--- config.mk ---
export PLATFORM = sky130hd
export DESIGN_NAME = ecp_rle_expander
export DESIGN_NICKNAME = d
export VERILOG_FILES = /design/src/rtl/ecp_rle_expander.sv
export SDC_FILE = /design/constraint.sdc
export NUM_CORES = 1
export LEC_CHECK = 0
export ABC_CLOCK_PERIOD_IN_PS = 2150
export BUFFER_PORTS_ARGS = -buffer_cell sky130_fd_sc_hd__buf_2
export CAP_MARGIN = 10
export CORE_MARGIN = 5
export CORE_UTILIZATION = 55
export DETAILED_ROUTE_END_ITERATION = 10
export PLACE_DENSITY_LB_ADDON = 0.1
export SYNTH_ARGS = -nofsm -noshare
export SYNTH_HDL_FRONTEND = slang
export SYNTH_SLANG_ARGS = --single-unit
--- constraint.sdc ---
create_clock -name clk -period 2.15 [get_ports clk]
set_input_delay 0 -clock clk [delete_from_list [all_inputs] [get_ports clk]]
set_output_delay 0 -clock clk [all_outputs]
set_load 0.03 [all_outputs]
--- src/rtl/ecp_rle_expander.sv ---
module ecp_rle_expander #(
  parameter int BYTE_W = 8
) (
  input  logic              clk,
  input  logic              rst_n,
  input  logic              in_valid,
  input  logic              in_tag_data,
  input  logic [BYTE_W-1:0] in_byte,
  output logic              in_ready,
  input  logic              fifo_full,
  output logic              fifo_wr,
  output logic [BYTE_W-1:0] fifo_data,
  output logic              err_cmd
);
  localparam int CNT_W = BYTE_W - 1;

  logic [CNT_W-1:0]  pend_q, left_q;
  logic [BYTE_W-1:0] hold_q;
  logic              busy_q, err_q;
  logic              take;

  assign in_ready  = !busy_q;
  assign take      = in_valid && in_ready;
  assign fifo_wr   = busy_q && !fifo_full;
  assign fifo_data = hold_q;
  assign err_cmd   = err_q;

  always_ff @(posedge clk) begin
    if (!rst_n) begin
      pend_q <= '0;
      left_q <= '0;
      hold_q <= '0;
      busy_q <= 1'b0;
      err_q  <= 1'b0;
    end else begin
      if (take) begin
        if (in_tag_data) begin
          hold_q <= in_byte;
          left_q <= pend_q;
          pend_q <= '0;
          busy_q <= 1'b1;
        end else if (in_byte[BYTE_W-1]) begin
          err_q <= 1'b1;
        end else begin
          pend_q <= in_byte[CNT_W-1:0];
        end
      end
      if (fifo_wr) begin
        if (left_q == '0) busy_q <= 1'b0;
        else              left_q <= left_q - 1'b1;
      end
    end
  end
endmodule


=== Yosys cells after proc, flatten, opt, wreduce, memory -nomap -nowiden ===
Index checks and enable logic that the tools add are counted.
Widths: inputs -> output; s select.

* Bits in registers: 24
* Bits of input ports: 13
* Output and inout bits: 11

* Add/sub/neg operators: 1
* Equality and inequality tests: 1
* Multiplexer cells: 10
* Bitwise gates (word level): 1
* Reduce and logical (&&, ||, !) cells: 8

{| class="wikitable"
|+ Operator list
! cell !! number
|-
| $mux 7 || 6
|-
| $logic_not 7->1 || 1
|-
| $sub 7x1->7 const B || 1
|-
| $mux 1 || 4
|-
| $reduce_and 2->1 || 2
|-
| $reduce_and 3->1 || 1
|-
| $logic_and 1x1->1 || 2
|-
| $logic_not 1->1 || 2
|-
| $ne 2x2->1 const B || 1
|-
| $not 1->1 || 1
|}

=== Longest topological paths before layout ===
Gate-level depths: netlist of the first run.

* Word-level depth: 5
* Mapped depth: 6
* Gate-level depth less buffers: 5

=== Least setup slack after synthesis of the first run ===
OpenSTA, ideal clock, no wires.

* Kind: reg2reg
* From: register left_q[0]
* To: register left_q[2]
* Setup time: 0.116 ns
* Data arrival time: 1.278 ns
* Data required time: 2.034 ns
* Path slack: 0.756 ns
* Cell stages (with the launch flop): 6
* Clock period less this slack: 1.394 ns
* Path through: dfxtp_1 inv_1 ha_1 a311o_1 buf_6 o211a_1

* Word-level cells in the longest chain between the ends: 3
* Elaborated cells on any way between the ends: 4

{| class="wikitable"
|+ RTL lines
! element !! RTL line !! source
|-
| start: declaration || 17 || <nowiki>logic [CNT_W-1:0] pend_q, left_q;</nowiki>
|-
| start signal: assignment || 39 || <nowiki>left_q <= pend_q;</nowiki>
|-
| start signal: assignment || 50 || <nowiki>else left_q <= left_q - 1'b1;</nowiki>
|-
| $sub 7x1->7 / $logic_not 7->1 (equally long branches) || 50, 49 ||
|-
| $mux 7 (*) || 49 || <nowiki>if (left_q == '0) busy_q <= 1'b0;</nowiki>
|-
| $mux 7 (*) || 48 || <nowiki>if (fifo_wr) begin</nowiki>
|}

Every way passes the cells marked *; elsewhere a longest branch is shown, timed or not.
A chain may end at the register's enable or synchronous reset.

=== Final worst setup path of the first run ===
* From: register left_q[3]
* To: register left_q[1]

* Word-level cells in the longest chain between the ends: 3

{| class="wikitable"
|+ RTL lines
! element !! RTL line
|-
| $logic_not 7->1 || 49
|-
| $mux 7 || 49
|-
| $mux 7 || 48
|}

No other way between the ends.

==> results.md, run 1 <==
* Final setup vio count at 0
* RSZ-0062 raised after global routing: no
* Tot Pwr at 0.8202 mW
* Clock buffer depth at 2
* Detailed Place HPWL at between 1500 and 2000 um
* Max IR drop VDD at 473.6 uV
* P&R area growth vs syn at 18.72%
* DR pass1 iterations at 4
* Share of layout cells above drive strength 1 at 18.24%
* Combinational share of power at 18.3%
* Routability Congestion at around 0.8
* Mux cell area share after synthesis at 6.061%
* Sink Count at 24
* Port-buffer cells at 23
* Initial antenna violation count at 0
* Later-pin clock latency in the skew report at 310 ps
* Starting Density at about three fifths
* Critical Path Fanout Max at 14
* Req. time, crit path at 2370 ps
* Pwr/cell area at roughly 600 nW/um^2
* Total routed wirelength at 2373 um
* Core area at 1982 um^2
* Post-synthesis xor/xnor area fraction at 3.788%
* Synthesized instance count at 131
* Complex-gate fraction of the synthesized area at approximately 15%
* Adder-cell share of the synthesized area at 2.165%
* Die Y at around 56 um
* Vias at a little under 1000
* CP endpoint kind: flop
* Synth Cell Area at 1156 um^2
* Setup TNS at 0 ps
* Share of power burned in registers at 57.8%
* GRT Residual Overflow at 0
* Static Leakage at 0.6250 nW
* Final Hold Fails at 0
* NumNets Final at approximately 180
* N_diodes at 0
* DR DRC count at 0
* Wire per inst at about 13 um
* Pint at 0.5957 mW
* Slew headroom at 57.39%
* H-tree depth at 1
* TritonCTS clock tree: built
* Simple-gate portion of the synthesized area at 26.41%
* 1st-iter DRT viols at 7
* Area of the die at 3119 um^2
* Post-Syn Nets at 146
* Multi-input logic area at 618.1 um^2
* Fillers at around 160
* Slew Viols, Final at 0
* Worst Hold Class: in -> reg
* Max_cap viols at 0
* Routed vias/inst at 5.253
* Num ports at 24
* Period utilisation layout at 75.17%
* GRT Total Usage at about 16%
* Yosys reg bits at 24
* Yosys cell types at 28
* Post-synthesis sequential area ratio at 41.56%
* Worst path arrival time at 1840 ps
* Root buffer cell: clkbuf_4
* Clk slew on worst S/H paths at 120 ps
* # Post-CTS Setup Buffers at 0
* Sequential cell area at 480.5 um^2
* WS Path Type: reg -> reg
* Max Fclk at 618.8 MHz
* Die boundary width at 55.85 um
* Worst setup SP type: flop
* Final ANT Viol Nets at 0
* Clk pwr share at 23.9%
* Post-route minimum period at 1616 ps
* Switching part of the total at 27.37%
* Syn. warnings at 0
* Switch Pwr at 0.2245 mW
* Vias in the first global route at about 980
* Row Count at 16
* Pin count of the biggest net entering global routing at 25
* Status: finished clean
* TritonCTS Buffers at 3
* Clock skew at 6.476 ps
* Worst slew pin tran at 637.2 ps
* Syn Area/Cell at 8.825 um^2
* Global-route wire length before repair at 4126 um
* Largest family of logic cells by synthesized area: simple AND/OR/NAND/NOR gates
-- worst paths after layout --
path	start	to	slack (ps)	cells past startpoint
setup reg to reg	left_q[3]	left_q[1]	530	4
hold reg to reg	fifo_data[3]	fifo_data[3]	470	2
setup / recovery	left_q[3]	left_q[1]	530	4
hold / removal	fifo_full	busy_q	60	3
-- area by class of cell --
type / count / share of cell area [%]
multi-input combinational: 96 / 45.03
inverter: 4 / 1.094
clock buffer: 3 / 1.641
sequential: 24 / 35.00
timing repair buffer: 32 / 14.77
tap: 27 / 2.461
-- registers in the layout (all words and copies together) (netlist names) --
register and cells:
busy_q 1, err_cmd 1, fifo_data 8, left_q 7, pend_q 7
-- synthesized netlist by cell type, drive strengths merged --
master,n,share of area [%]
nand3,7,3.0
o211ai,1,0.65
o21ai,1,0.43
o21a,1,0.65
nor2b,15,8.1
xor2,3,2.3
buf,3,2.3
nand2,28,9.1
dfxtp,24,42
o211a,6,5.2
clkbuf,4,1.4
a21boi,10,6.5
inv,4,1.3
and3,2,1.2
nor2,3,0.97
nor3,2,1.3
mux2i,7,6.1
xnor2,2,1.5
ha,2,2.2
a311o,1,0.87
a2bb2oi,1,0.76
and3b,1,0.76
nand3b,2,1.3
nor3b,1,0.65
-- power groups by stage --
stage / logic, mW / clock network, mW / registers [mW]
after floorplan: 0.0862 / 0 / 0.499
after CTS: 0.151 / 0.198 / 0.474
after global routing: 0.165 / 0.220 / 0.477
after global placement: 0.135 / 0 / 0.483
after detailed placement: 0.139 / 0 / 0.484
final: 0.150 / 0.196 / 0.474
-- cells in the final DEF, fill, tap and decap left out, types with 2 or more instances in the layout --
master / n
dlygate4sd3_1: 8
o211a_1: 6
xnor2_1: 2
clkbuf_4: 3
xor2_1: 3
nand3_1: 7
ha_1: 2
a21boi_0: 10
dfxtp_1: 24
nand3b_1: 2
nor2b_1: 15
inv_1: 4
nor2_1: 3
buf_2: 23
nand2_1: 28
mux2i_1: 7
-- through the flow --
step | instance area [um^2] | util [%] | cells | hold WS, ps | setup slack, ps
finish | 1373 | 69.26 | 186 | 63.71 | 533.9
global route | 1373 | 69.26 | 186 | 71.77 | 403.6
CTS | 1373 | 69.26 | 186 | 60.08 | 560.9
detailed placement | 1270 | 64.08 | 175 | 271.3 | 577.5
global placement | 1270 | 64.08 | 175 | 263.1 | 643.6
floorplan | 1156 | - | 131 | 107.3 | 755.5
-- routing by layer --
metal,vias up,part of all wire [%],GRT usage [%]
li1,500,-,-
met1,460,46,18.73
met2,15,49,29.05
met3,2,4.0,3.248
met4,0,1.1,4.068
met5,-,0,0
-- critical path, cell delays in order (launching register included) --
cell and delay [ps]:
dfxtp_1 370, nor3_2 280, a311o_1 560, o211ai_1 160, o211a_1 160
-- logic make-up after synthesis --
kind of cell / after synthesis
xor gates and xnor gates: 5
muxes: 7
adders and majority gates: 2
AOI/OAI and AO/OA: 21
and+or+nand+nor: 61
buffers and inverters: 11
DFF: 24
-- what timing repair did --
item,4_1_cts,5_1_grt
gates resized for setup,0,0
hold buffers,8,0
endpoints found under the hold margin,8,0
(Power assumes the default switching activity.)
==> run 2, diff against run 1 <==
--- a/config.mk
+++ b/config.mk
@@ -5,11 +5,11 @@
 export SDC_FILE = /design/constraint.sdc
 export NUM_CORES = 1
 export LEC_CHECK = 0
-export ABC_CLOCK_PERIOD_IN_PS = 2150
+export ABC_CLOCK_PERIOD_IN_PS = 1420
 export BUFFER_PORTS_ARGS = -buffer_cell sky130_fd_sc_hd__buf_2
 export CAP_MARGIN = 10
 export CORE_MARGIN = 5
-export CORE_UTILIZATION = 55
+export CORE_UTILIZATION = 47
 export DETAILED_ROUTE_END_ITERATION = 10
 export PLACE_DENSITY_LB_ADDON = 0.1
 export SYNTH_ARGS = -nofsm -noshare
==> constraint.sdc (replaced) <==
create_clock -name clk -period 1.42 [get_ports clk]
set_input_delay 0 -clock clk [delete_from_list [all_inputs] [get_ports clk]]
set_output_delay 0 -clock clk [all_outputs]
set_load 0.03 [all_outputs]
==> results.md, run 2 (same netlist as run 1, synthesis figures left out) <==
* Global-route wire length before repair at 4457 um (+8.0%)
* Worst setup SP type: flop
* N_diodes at 0 (unchanged)
* Critical Path Fanout Max at 7 (-7)
* Clk pwr share at 34.3% (+10 points)
* Final setup vio count at 0 (unchanged)
* Pin count of the biggest net entering global routing at 25 (unchanged)
* Clock skew at 13.20 ps (+6.720 ps)
* Starting Density at 47.98% (-10 points)
* Port-buffer cells at 23 (unchanged)
* Worst Hold Depth at 3 (unchanged)
* GRT Total Usage at 16.44% (+0.56 points)
* Share of power burned in registers at 48.6% (-9.2 points)
* Routability Congestion at 0.8070 (+3.7%)
* Die boundary width at 59.60 um (+6.7%)
* Switching part of the total at 25.24% (-2.1 points)
* Post-route minimum period at 1341 ps (-274.7 ps)
* Switch Pwr at 0.3727 mW (+66%)
* Num ports at 24 (unchanged)
* Worst path arrival time at 1590 ps (-250 ps)
* Initial antenna violation count at 0 (unchanged)
* Final Hold Fails at 0 (unchanged)
* Wire per inst at 13.21 um (+3.5%)
* Max_cap viols at 0 (unchanged)
* Worst slew pin tran at 371.2 ps (-265.9 ps)
* Pwr/cell area at 978.4 nW/um^2 (+64%)
* Vias at 1024 (+4.8%)
* Vias in the first global route at 1026 (+4.5%)
* Max IR drop VDD at 658.8 uV (+39%)
* Detailed Place HPWL at 1790 um (+7.8%)
* Tot Pwr at 1.476 mW (+80%)
* Share of layout cells above drive strength 1 at 28.24% (+10 points)
* Clk slew on worst S/H paths at 150 ps (+30 ps)
* TritonCTS Buffers at 3 (unchanged)
* Die Y at 59.60 um (+6.7%)
* Combinational share of power at 17.2% (-1.1 points)
* Later-pin clock latency in the skew report at 320 ps (about the same)
* Row Count at 18 (+2)
* Area of the die at 3552 um^2 (+14%)
* Static Leakage at 0.6869 nW (+9.9%)
* Root buffer cell: clkbuf_4
* Register-to-Register Path Depth at 4 (unchanged)
* Share of the core filled with cells at 62.62% (-6.6 points)
* NumNets Final at 186 (+5.7%)
* Clock buffer depth at 2 (unchanged)
* Setup TNS at 0 ps (unchanged)
* TritonCTS clock tree: built
* Most frequent cells in the layout: 28 x nand2_1, 23 x buf_2, 22 x dfxtp_1
* GRT Residual Overflow at 0 (unchanged)
* Max Fclk at 745.5 MHz (+20%)
* Most common cell after layout, fill and taps aside: nand2_1
* Pint at 1.104 mW (+85%)
* Core area at 2410 um^2 (+22%)
* DR pass1 iterations at 5 (+1)
* Period utilisation layout at 94.47% (+19 points)
* RSZ-0062 raised after global routing: no
* Final ANT Viol Nets at 0 (unchanged)
* Req. time, crit path at 1670 ps (-700 ps)
* H-tree depth at 1 (unchanged)
* Worst Hold Class: in -> reg
* 1st-iter DRT viols at 27 (+20)
* Slew headroom at 75.25% (+18 points)
* Status: finished clean
* Slew Viols, Final at 0 (unchanged)
* CP endpoint kind: flop
* Sink Count at 24 (unchanged)
* Total routed wirelength at 2642 um (+11%)
* Largest register FFs at 8 (unchanged)
* Routed vias/inst at 5.120 (-2.5%)
* P&R area growth vs syn at 30.52%
* WS Path Type: reg -> reg
* Flop-to-flop setup slack at 80 ps (-460 ps)
* DR DRC count at 0 (unchanged)
==> run 2: path summary, 6_finish.rpt <==
check,from,to
worst max-delay path,left_q[6],left_q[0]
worst max register to register,left_q[6],left_q[0]
worst min-delay path,fifo_full,busy_q
worst min register to register,fifo_data[6],fifo_data[6]
==> run 2: critical path, stage by stage (launching register included) <==
cell,delay [ps]
dfxtp_1,390
nor2_1,90
a311o_2,480
a2bb2oi_2,190
a21boi_1,130
==> run 2: per-layer routing <==
| layer | global-route usage (%) | wire, um | up-vias |
|---|---|---|---|
| met4 | 4.747 | 10 | 0 |
| met2 | 29.33 | 1289 | 19 |
| met1 | 19.79 | 1223 | 482 |
| li1 | - | - | 521 |
| met3 | 3.268 | 119 | 2 |
| met5 | 0 | 0 | - |
==> run 2: timing repair <==
action	CTS	global route
gates resized for setup	9	2
hold buffers	8	0
buffers inserted	1	0
pin swaps	4	2
endpoints found under the setup margin	7	7
hold endpoints to repair	8	0
gates cloned	1	0
==> run 2: area by class of cell <==
class                           instances  area (um^2)
Clock buffer                            3        22.52
Clock inverter                          1        30.03
Fill cell                             209        900.9
Inverter                                4        15.01
Multi-Input combinational cell         97        650.6
Sequential cell                        24        483.0
Tap cell                               30        37.54
Timing Repair Buffer                   41        270.3
==> run 2: power groups by stage <==
stage               Combinational [mW]  Sequential (mW)  Clock, mW
floorplan                        0.130            0.755          0
global placement                 0.223            0.730          0
detailed placement               0.227            0.731          0
CTS                              0.252            0.717      0.515
global route                     0.277            0.720      0.534
finish                           0.253            0.717      0.506
==> run 2: metrics by stage <==
step                cells  cell area, um^2  hold WS [ps]  worst slack [ps]
finish                200             1509         63.21             78.57
detailed placement    186             1334         267.1            -71.04
floorplan             131             1156         107.3             25.53
CTS                   200             1506         61.57            -2.585
global placement      186             1334         261.5            -8.157
global route          200             1509         66.61             11.48
==> run 3, diff against run 2 <==
--- a/config.mk
+++ b/config.mk
@@ -9,7 +9,7 @@
 export BUFFER_PORTS_ARGS = -buffer_cell sky130_fd_sc_hd__buf_2
 export CAP_MARGIN = 10
 export CORE_MARGIN = 5
-export CORE_UTILIZATION = 47
+export CORE_UTILIZATION = 35
 export DETAILED_ROUTE_END_ITERATION = 10
 export PLACE_DENSITY_LB_ADDON = 0.1
 export SYNTH_ARGS = -nofsm -noshare
==> results.md, run 3 (same netlist as run 1, synthesis figures left out) <==
* Switch Pwr at 0.3652 mW (-2.0%)
* Combinational share of power at 17.9% (+0.7 points)
* NumNets Final at 190 (+2.2%)
* Starting Density at 37.26% (-11 points)
* Status: finished clean
* Met3 Usage GRT at 3.827% (+0.56 points)
* GR Util met1 at 18.25% (-1.5 points)
* Port-buffer cells at 23 (unchanged)
* Die boundary width at 67.48 um (+13%)
* Period utilisation layout at 95.79% (+1.3 points)
* CP endpoint kind: flop
* Min Hold Slack at 68.11 ps (+4.901 ps)
* Wire per inst at 13.11 um (-0.79%)
* Global-route wire length before repair at 5106 um (+15%)
* Slew headroom at 74.52% (-0.73 points)
* Vias at 1029 (+0.49%)
* Routed vias/inst at 4.720 (-7.8%)
* Share of layout cells above drive strength 1 at 27.59% (-0.65 points)
* Routability Congestion at 0.7638 (-5.4%)
* N_diodes at 0 (unchanged)
* H-tree depth at 1 (unchanged)
* Max IR drop VDD at 690.3 uV (+4.8%)
* Detailed Place HPWL at 1973 um (+10%)
* Slew Viols, Final at 0 (unchanged)
* Vias in the first global route at 1086 (+5.8%)
* Sink Count at 24 (unchanged)
* Worst Hold Class: in -> reg
* Share of power burned in registers at 48.6% (about the same)
* Worst slew pin tran at 382.2 ps (+11.00 ps)
* Core area at 3103 um^2 (+29%)
* Worst setup SP type: flop
* Area of the die at 4553 um^2 (+28%)
* Final ANT Viol Nets at 0 (unchanged)
* Max Fclk at 735.1 MHz (-1.4%)
* CP max-delay cell: a311o_2
* TritonCTS clock tree: built
* Clock buffer depth at 2 (unchanged)
* Die Y at 67.48 um (+13%)
* Largest register FFs at 8 (unchanged)
* DR pass1 iterations at 4 (-1)
* Later-pin clock latency in the skew report at 320 ps (about the same)
* GRT Residual Overflow at 0 (unchanged)
* Max_cap viols at 0 (unchanged)
* Total routed wirelength at 2857 um (+8.1%)
* Cell area after layout at 1539 um^2 (+2.0%)
* Pin count of the biggest net entering global routing at 25 (unchanged)
* RSZ-0062 raised after global routing: yes
* DR DRC count at 0 (unchanged)
* Clk slew on worst S/H paths at 140 ps (about the same)
* Final setup vio count at 0 (unchanged)
* Most frequent cells in the layout: 28 x nand2_1, 23 x dfxtp_1, 23 x buf_2
* WS Path Type: reg -> reg
* Clock skew at 12.00 ps (-1.197 ps)
* P&R area growth vs syn at 33.12%
* Critical Path Fanout Max at 7 (unchanged)
* GRT Total Usage at 14.56% (-1.9 points)
* 1st-iter DRT viols at 48 (+78%)
* Cells after DPL at 203 (+9.1%)
* Req. time, crit path at 1630 ps (-40 ps)
* Post-route minimum period at 1360 ps (+18.85 ps)
* Pwr/cell area at 959.4 nW/um^2 (-1.9%)
* Static Leakage at 0.7033 nW (+2.4%)
* Critical path cell sequence: inv_1, ha_2, a311o_2, o211a_1
* Area after DPL at 1374 um^2 (+3.0%)
* Root buffer cell: clkbuf_4
* Final Hold Fails at 0 (unchanged)
* Worst path arrival time at 1570 ps (-20 ps)
* Grt peak-use layer: met2
* Most common cell after layout, fill and taps aside: nand2_1
* Fin cells at 218 (+9.0%)
* Crit-path max cell delay at 390 ps (-90 ps)
* Initial antenna violation count at 0 (unchanged)
* TritonCTS Buffers at 3 (unchanged)
* Row Count at 20 (+2)
* Num ports at 24 (unchanged)
* Pint at 1.111 mW (+0.68%)
* Switching part of the total at 24.74% (-0.51 points)
* Clk pwr share at 33.5% (-0.8 points)
* Routing usage on met2 at 24.79% (-4.5 points)
==> run 3: critical path, delay by kind of cell (launching register included) <==
| family | cells | cell delay, ps |
|---|---|---|
| AO/OA/AOI/OAI | 2 | 630 |
| flip-flops | 1 | 350 |
| adder cells (fa/ha/maj) | 1 | 200 |
| buffers and inverters | 1 | 60 |
==> run 3: worst paths after layout <==
check	slack, ps	startpoint	endpoint	cells past startpoint
worst min register to register	470	fifo_data[0]	fifo_data[0]	2
worst max-delay path	60	left_q[0]	left_q[2]	4
worst max register to register	60	left_q[0]	left_q[2]	4
worst min-delay path	70	in_valid	err_cmd	3
==> run 3: through the flow <==
stage                     worst slack (ps)  TNS (ps)  power (mW)  utilization [%]
after detailed placement            -57.32    -317.6      0.9687            44.27
after CTS                           -3.641    -3.641       1.490            49.03
after global placement              -23.69    -38.29      0.9658            44.27
after global routing                -34.36    -34.36       1.553            49.60
after floorplan                      25.53         0      0.8855                -
final                                59.72         0       1.476            49.60
==> run 3: power groups by stage <==
stage	logic, mW	registers (mW)	clock network, mW
detailed placement	0.237	0.732	0
CTS	0.258	0.718	0.514
global route	0.288	0.722	0.543
global placement	0.235	0.731	0
finish	0.264	0.718	0.495
floorplan	0.130	0.755	0
==> run 3: area by class of cell <==
| cell class | instances | area (um^2) |
|---|---|---|
| inverters | 4 | 15.01 |
| clock buffers | 3 | 22.52 |
| flip-flops and latches | 24 | 481.7 |
| repair buffers | 45 | 300.3 |
| fillers | 326 | 1564 |
| well taps | 44 | 55.05 |
| multi-input cells | 97 | 634.4 |
| clock inverters | 1 | 30.03 |
==> run 3: per-layer routing <==
metal,wire (um),part of all wire [%]
met1,1380,48
met2,1369,48
met3,86,3.0
met4,21,0.74
met5,0,0
==> run 3: timing repair <==
item | CTS | global route
endpoints found under the hold margin | 8 | 0
gates cloned | 1 | 0
gates resized for setup | 4 | 2
hold buffers | 8 | 0
setup buffers | 0 | 2
setup endpoints to repair | 7 | 10
pin swaps | 3 | 2
